--- config.mk ---
export PLATFORM = sky130hd
export DESIGN_NAME = modem_ctl_stat
export DESIGN_NICKNAME = d
export VERILOG_FILES = /design/src/rtl/mcs_pkg.sv /design/src/rtl/mcs_sync.sv /design/src/rtl/mcs_ctl_reg.sv /design/src/rtl/mcs_status.sv /design/src/rtl/modem_ctl_stat.sv
export SDC_FILE = /design/constraint.sdc
export NUM_CORES = 1
export LEC_CHECK = 0
export ABC_AREA = 1
export BUFFER_PORTS_ARGS = -buffer_cell sky130_fd_sc_hd__buf_4
export CAP_MARGIN = 20
export CORE_MARGIN = 1.5
export CORE_UTILIZATION = 25
export CTS_BUF_LIST = sky130_fd_sc_hd__clkbuf_16
export DETAILED_ROUTE_END_ITERATION = 8
export GPL_TIMING_DRIVEN = 0
export PLACE_DENSITY = 0.57
export SYNTH_ARGS = -nofsm -noshare
export SYNTH_HDL_FRONTEND = slang
export SYNTH_HIERARCHICAL = 1
export SYNTH_SLANG_ARGS = --single-unit
--- constraint.sdc ---
create_clock -name clk -period 1.3 [get_ports clk]
set_clock_uncertainty 0.05 [all_clocks]
set_input_delay 0.26 -clock clk [delete_from_list [all_inputs] [get_ports clk]]
set_output_delay 0.26 -clock clk [all_outputs]
set_load 0.01 [all_outputs]
--- src/rtl/mcs_pkg.sv ---
package mcs_pkg;
  localparam int unsigned MDM_N    = 4;
  localparam int unsigned CTL_W    = 5;
  localparam int unsigned REG_W    = 8;
  localparam int unsigned IDX_CTS  = 0;
  localparam int unsigned IDX_DSR  = 1;
  localparam int unsigned IDX_RI   = 2;
  localparam int unsigned IDX_DCD  = 3;
  localparam int unsigned LOOP_BIT = 4;
  typedef logic [MDM_N-1:0] mdm_vec_t;
endpackage

--- src/rtl/mcs_sync.sv ---
module mcs_sync #(
  parameter int unsigned W      = 4,
  parameter int unsigned STAGES = 2,
  parameter logic [W-1:0] RST_VAL = '1
) (
  input  logic         clk,
  input  logic         rst_n,
  input  logic [W-1:0] d,
  output logic [W-1:0] q
);
  logic [W-1:0] stg [STAGES];

  for (genvar s = 0; s < STAGES; s++) begin : g_stage
    if (s == 0) begin : g_first
      always_ff @(posedge clk or negedge rst_n) begin
        if (!rst_n) stg[0] <= RST_VAL;
        else        stg[0] <= d;
      end
    end else begin : g_next
      always_ff @(posedge clk or negedge rst_n) begin
        if (!rst_n) stg[s] <= RST_VAL;
        else        stg[s] <= stg[s-1];
      end
    end
  end

  assign q = stg[STAGES-1];
endmodule

--- src/rtl/mcs_ctl_reg.sv ---
module mcs_ctl_reg
  import mcs_pkg::*;
(
  input  logic             clk,
  input  logic             rst_n,
  input  logic             we,
  input  logic [REG_W-1:0] wdata,
  output logic [CTL_W-1:0] ctl,
  output logic [REG_W-1:0] rdata,
  output logic             loop_en,
  output mdm_vec_t         pins_n
);
  logic unused_hi;
  assign unused_hi = ^wdata[REG_W-1:CTL_W];

  always_ff @(posedge clk or negedge rst_n) begin
    if (!rst_n)  ctl <= '0;
    else if (we) ctl <= wdata[CTL_W-1:0];
  end

  assign loop_en = ctl[LOOP_BIT];
  assign rdata   = {{(REG_W-CTL_W){1'b0}}, ctl};

  for (genvar i = 0; i < MDM_N; i++) begin : g_pin
    assign pins_n[i] = loop_en | ~ctl[i];
  end


  ctl_write_chk: assert property (@(posedge clk) disable iff (!rst_n)
    we |=> (rdata[CTL_W-1:0] == $past(wdata[CTL_W-1:0])));
endmodule

--- src/rtl/mcs_status.sv ---
module mcs_status
  import mcs_pkg::*;
(
  input  logic             clk,
  input  logic             rst_n,
  input  logic             rd_clr,
  input  mdm_vec_t         lvl_in,
  output logic [REG_W-1:0] sts,
  output logic             irq
);
  localparam mdm_vec_t NONRI = ~(mdm_vec_t'(1) << IDX_RI);

  mdm_vec_t lvl_q, dlt_q, ev;

  always_comb begin
    ev         = (lvl_in ^ lvl_q) & NONRI;
    ev[IDX_RI] = lvl_q[IDX_RI] & ~lvl_in[IDX_RI];
  end

  always_ff @(posedge clk or negedge rst_n) begin
    if (!rst_n) begin
      lvl_q <= '0;
      dlt_q <= '0;
    end else begin
      lvl_q <= lvl_in;
      dlt_q <= (rd_clr ? '0 : dlt_q) | ev;
    end
  end

  assign sts = {lvl_q, dlt_q};
  assign irq = |dlt_q;


  sticky_delta_chk: assert property (@(posedge clk) disable iff (!rst_n)
    !rd_clr |=> ((dlt_q & $past(dlt_q)) == $past(dlt_q)));

  read_clear_chk: assert property (@(posedge clk) disable iff (!rst_n)
    (rd_clr && (lvl_in == lvl_q)) |=> (dlt_q == '0));

  ring_edge_chk: assert property (@(posedge clk) disable iff (!rst_n)
    $rose(dlt_q[IDX_RI]) |-> ($past(lvl_q[IDX_RI]) && !lvl_q[IDX_RI]));

  level_change_chk: assert property (@(posedge clk) disable iff (!rst_n)
    (((lvl_q ^ $past(lvl_q)) & NONRI) != '0) |->
      ((dlt_q & (lvl_q ^ $past(lvl_q)) & NONRI) == ((lvl_q ^ $past(lvl_q)) & NONRI)));
endmodule

--- src/rtl/modem_ctl_stat.sv ---
module modem_ctl_stat
  import mcs_pkg::*;
#(
  parameter int unsigned SYNC_STAGES = 2
) (
  input  logic       clk,
  input  logic       rst_n,
  input  logic       ctl_we,
  input  logic [7:0] ctl_wdata,
  output logic [7:0] ctl_rdata,
  input  logic       sts_re,
  output logic [7:0] sts_rdata,
  input  logic       cts_n,
  input  logic       dsr_n,
  input  logic       ri_n,
  input  logic       dcd_n,
  output logic       dtr_n,
  output logic       rts_n,
  output logic       out1_n,
  output logic       out2_n,
  input  logic       tx_ser_i,
  output logic       ser_o,
  input  logic       rx_pin_i,
  output logic       rx_ser_o,
  output logic       modem_irq
);
  logic [CTL_W-1:0] ctl;
  logic             loop_en;
  mdm_vec_t         pins_n, ext_n, ext_sync_n, lvl;

  mcs_ctl_reg u_ctl (
    .clk(clk), .rst_n(rst_n), .we(ctl_we), .wdata(ctl_wdata),
    .ctl(ctl), .rdata(ctl_rdata), .loop_en(loop_en), .pins_n(pins_n)
  );

  assign dtr_n  = pins_n[IDX_CTS];
  assign rts_n  = pins_n[IDX_DSR];
  assign out1_n = pins_n[IDX_RI];
  assign out2_n = pins_n[IDX_DCD];

  always_comb begin
    ext_n          = '1;
    ext_n[IDX_CTS] = cts_n;
    ext_n[IDX_DSR] = dsr_n;
    ext_n[IDX_RI]  = ri_n;
    ext_n[IDX_DCD] = dcd_n;
  end

  mcs_sync #(.W(MDM_N), .STAGES(SYNC_STAGES), .RST_VAL('1)) u_sync (
    .clk(clk), .rst_n(rst_n), .d(ext_n), .q(ext_sync_n)
  );

  assign lvl = loop_en ? ctl[MDM_N-1:0] : ~ext_sync_n;

  mcs_status u_sts (
    .clk(clk), .rst_n(rst_n), .rd_clr(sts_re), .lvl_in(lvl),
    .sts(sts_rdata), .irq(modem_irq)
  );

  assign ser_o    = loop_en ? 1'b1 : tx_ser_i;
  assign rx_ser_o = loop_en ? tx_ser_i : rx_pin_i;


  irq_flag_chk: assert property (@(posedge clk) disable iff (!rst_n)
    $rose(modem_irq) |-> (sts_rdata[3:0] != 4'h0));

  loop_serial_chk: assert property (@(posedge clk) disable iff (!rst_n)
    ctl_rdata[LOOP_BIT] |-> (ser_o && (rx_ser_o == tx_ser_i)));

  loop_pins_chk: assert property (@(posedge clk) disable iff (!rst_n)
    (ctl_we && ctl_wdata[LOOP_BIT]) |=> ({out2_n, out1_n, rts_n, dtr_n} == 4'hF));

  loop_map_chk: assert property (@(posedge clk) disable iff (!rst_n)
    (ctl_rdata[LOOP_BIT] && $past(ctl_rdata[LOOP_BIT])) |->
      (sts_rdata[7:4] == $past(ctl_rdata[3:0])));
endmodule

==> Flow_metrics.wiki <==
{| class="wikitable"
! Metric !! Value
|-
| GR met2 Demand/Resource || 13.3%
|-
| Top achievable clock speed || 736 MHz
|-
| Global Route met1 Usage || 11.1%
|-
| Commonest non-fill, non-tap cells in the layout || sky130_fd_sc_hd__buf_4 (45), sky130_fd_sc_hd__nand2_1 (33), sky130_fd_sc_hd__dfrtp_1 (11), sky130_fd_sc_hd__dfstp_2 (8), sky130_fd_sc_hd__inv_1 (7)
|-
| GR Util All Layers || 8.45%
|-
| Synthesized area per cell || 9.42 um2
|-
| Row count || 21
|-
| Chip Height || 62.5 um
|-
| Routability cong. || 0.705
|-
| Antenna diode instance count || 0
|-
| CP peak stage delay || 0.44 ns
|-
| Layout cell share with drive strength beyond 1 || 55.4%
|-
| Post-Place Worst Slack || 0.167 ns
|-
| Final critical-path share of the clock period || 104%
|-
| Startpoint kind of the worst setup timing path || flip-flop
|-
| Buf+Inv Stages, Crit Path || 1
|-
| Status || complete, but fails checks
|-
| Worst-Skew Late Latency || 0.25 ns
|-
| Area growth from synthesis to layout || 55.4%
|-
| Pwr Density || 1310 nW/um2
|-
| Min-Delay Path Class || input port to flip-flop
|-
| Drt wl/cell || 8.90 um
|-
| CTS buffer count || 3
|-
| Width of the chip || 62.5 um
|-
| Residual DRC || 0
|-
| Drt total wl || 1650 um
|-
| Worst path cell trace || or2_1 -> buf_6
|-
| Number of violations of the max-capacitance limit || 0
|-
| DRC violation total after the first TritonRoute iteration || 21
|-
| Largest delay share family, worst path || flip-flops
|-
| Number of top-level pins || 41
|-
| Leakage || 0.712 nW
|-
| Buffers added on ports || 34
|-
| Commonest non-fill, non-tap cell in the layout || sky130_fd_sc_hd__buf_4
|-
| Initial antenna violation count || 0
|-
| Failing checks || setup timing
|-
| Crit path capture type || output pin
|-
| Worst Path Arrival || 1.05 ns
|-
| Antenna violation net count after detailed routing || 0
|-
| First-pass GRT wire length || 2720 um
|-
| Final worst setup slack || -0.0583 ns
|-
| Maximum root-to-sink buffer count || 2
|-
| Post-route insts no fill || 185
|-
| Clock tree root driver cell || sky130_fd_sc_hd__clkbuf_16
|-
| Critical Path RT || 0.99 ns
|-
| Switching fraction of total power || 24.3%
|-
| Proportion of power drawn by the clock network || 34.7%
|-
| Syn Std Cell Area || 886 um2
|-
| Number of endpoints failing setup at the final stage || 2
|-
| Effective utilization at floorplan || 26.3%
|-
| Crit path max fanout || 5
|-
| Pin count of the biggest net entering global routing || 22
|-
| Clock slew seen by the registers of the worst setup and hold paths || 0.06 ns
|-
| Total number of yosys warnings || 6
|-
| Core Box Area || 3360 um2
|-
| Reg power frac || 43.1%
|-
| Most Crowded Layer GR || met2
|-
| Syn Inst Count || 94
|-
| Crit path kind || flip-flop to output pin
|-
| Via count of the first global-routing pass || 642
|-
| Power Internal || 1.37 mW
|-
| Unrepaired setup endpoints after global routing || yes
|-
| Half-perimeter wire length after detailed placement || 1220 um
|-
| Part of the total power dissipated in combinational logic || 22.2%
|-
| GRT met3 Usage || 2.16%
|-
| Die area || 3910 um2
|-
| Clock tree from TritonCTS || built
|-
| Final hold violation count || 0
|-
| Routed via count divided by cell count || 3.82
|-
| Number of detailed-routing iterations run before antenna repair || 4
|-
| Final critical path time including I/O delays and setup || 1.36 ns
|-
| Total via count in the routed design || 706
|-
| Number of pins with negative max-slew slack in the final report || 0
|-
| Switching component of the power || 0.439 mW
|-
| Global route total overflow || 0
|-
| Number of nets in the final layout || 158
|-
| Critical-path cell with the highest stage delay || sky130_fd_sc_hd__dfrtp_2
|-
| Maximum vdd ir drop || 0.647 mV
|-
| Max H-tree Level || 1
|-
| Clock sink count || 21
|-
| Number of placed instances with taps included || 176
|}
-- power groups by stage --
stage	clock network (mW)	logic, mW	registers (mW)
floorplan	0	0.155	0.795
global placement	0	0.339	0.785
detailed placement	0	0.345	0.787
CTS	0.646	0.354	0.777
global route	0.673	0.439	0.789
finish	0.627	0.400	0.778
-- metal layers --
layer / vias to the layer above / share of wire [%]
li1: 357 / -
met3: 2 / 6.2
met4: 0 / 0.49
met2: 27 / 48
met5: - / 0
met1: 320 / 45
-- worst register-to-register path, stage by stage, from the launching register on --
cell,delay (ns)
sky130_fd_sc_hd__dfrtp_2,0.44
sky130_fd_sc_hd__buf_6,0.13
sky130_fd_sc_hd__buf_4,0.17
sky130_fd_sc_hd__o21ai_2,0.17
sky130_fd_sc_hd__inv_1,0.06
sky130_fd_sc_hd__nand2_1,0.05
sky130_fd_sc_hd__nand3_1,0.06
-- flip-flops by register name, indices dropped and copies added (netlist names) --
| name | cells |
|---|---|
| u_ctl/ctl | 5 |
| u_sts/dlt_q | 4 |
| u_sync/q | 4 |
| u_sts/lvl_q | 4 |
| u_sync/stg | 4 |
-- stage by stage --
step	utilization, %	hold slack [ns]	TNS, ns	total power [mW]	instance area (um2)
after floorplan	-	-0.0856	0	0.950	893
after global placement	35.9	0.0983	0	1.12	1210
after detailed placement	35.9	0.110	0	1.13	1210
after CTS	38.9	0.0609	-0.188	1.78	1310
after global routing	40.9	0.0608	-0.258	1.90	1380
final	40.9	0.0662	-0.111	1.81	1380
-- final timing paths --
kind                                    start              to  slack (ns)  depth (start not counted)
worst max-delay path             u_ctl/ctl[4]           ser_o       -0.06                          2
worst min-delay path                    dsr_n   u_sync/stg[5]        0.07                          1
worst max register to register   u_ctl/ctl[4]  u_sts/dlt_q[1]        0.06                          6
worst min register to register  u_sync/stg[4]     u_sync/q[0]        0.30                          0
max in group asynchronous               rst_n     u_sync/q[3]        0.55                          2
min in group asynchronous               rst_n  u_sts/lvl_q[0]        0.38                          2
-- final cells by class --
type	instances	area, um2
plain buffers	13	101
clock buffers	3	75.1
clock inverters	1	5.00
fillers	362	1990
inverters	11	41.3
multi-input cells	51	244
flip-flops and latches	21	538
well taps	46	57.6
repair buffers	39	314
-- timing repair --
| action | 4_1_cts | 5_1_grt |
|---|---|---|
| endpoints found under the hold margin | 13 | 0 |
| hold buffers | 1 | 0 |
| resized for setup | 1 | 14 |
| buffers inserted | 1 | 3 |
| pin swaps | 1 | 3 |
| setup endpoints to repair | 6 | 10 |
Power figures use the tool's default switching activity.
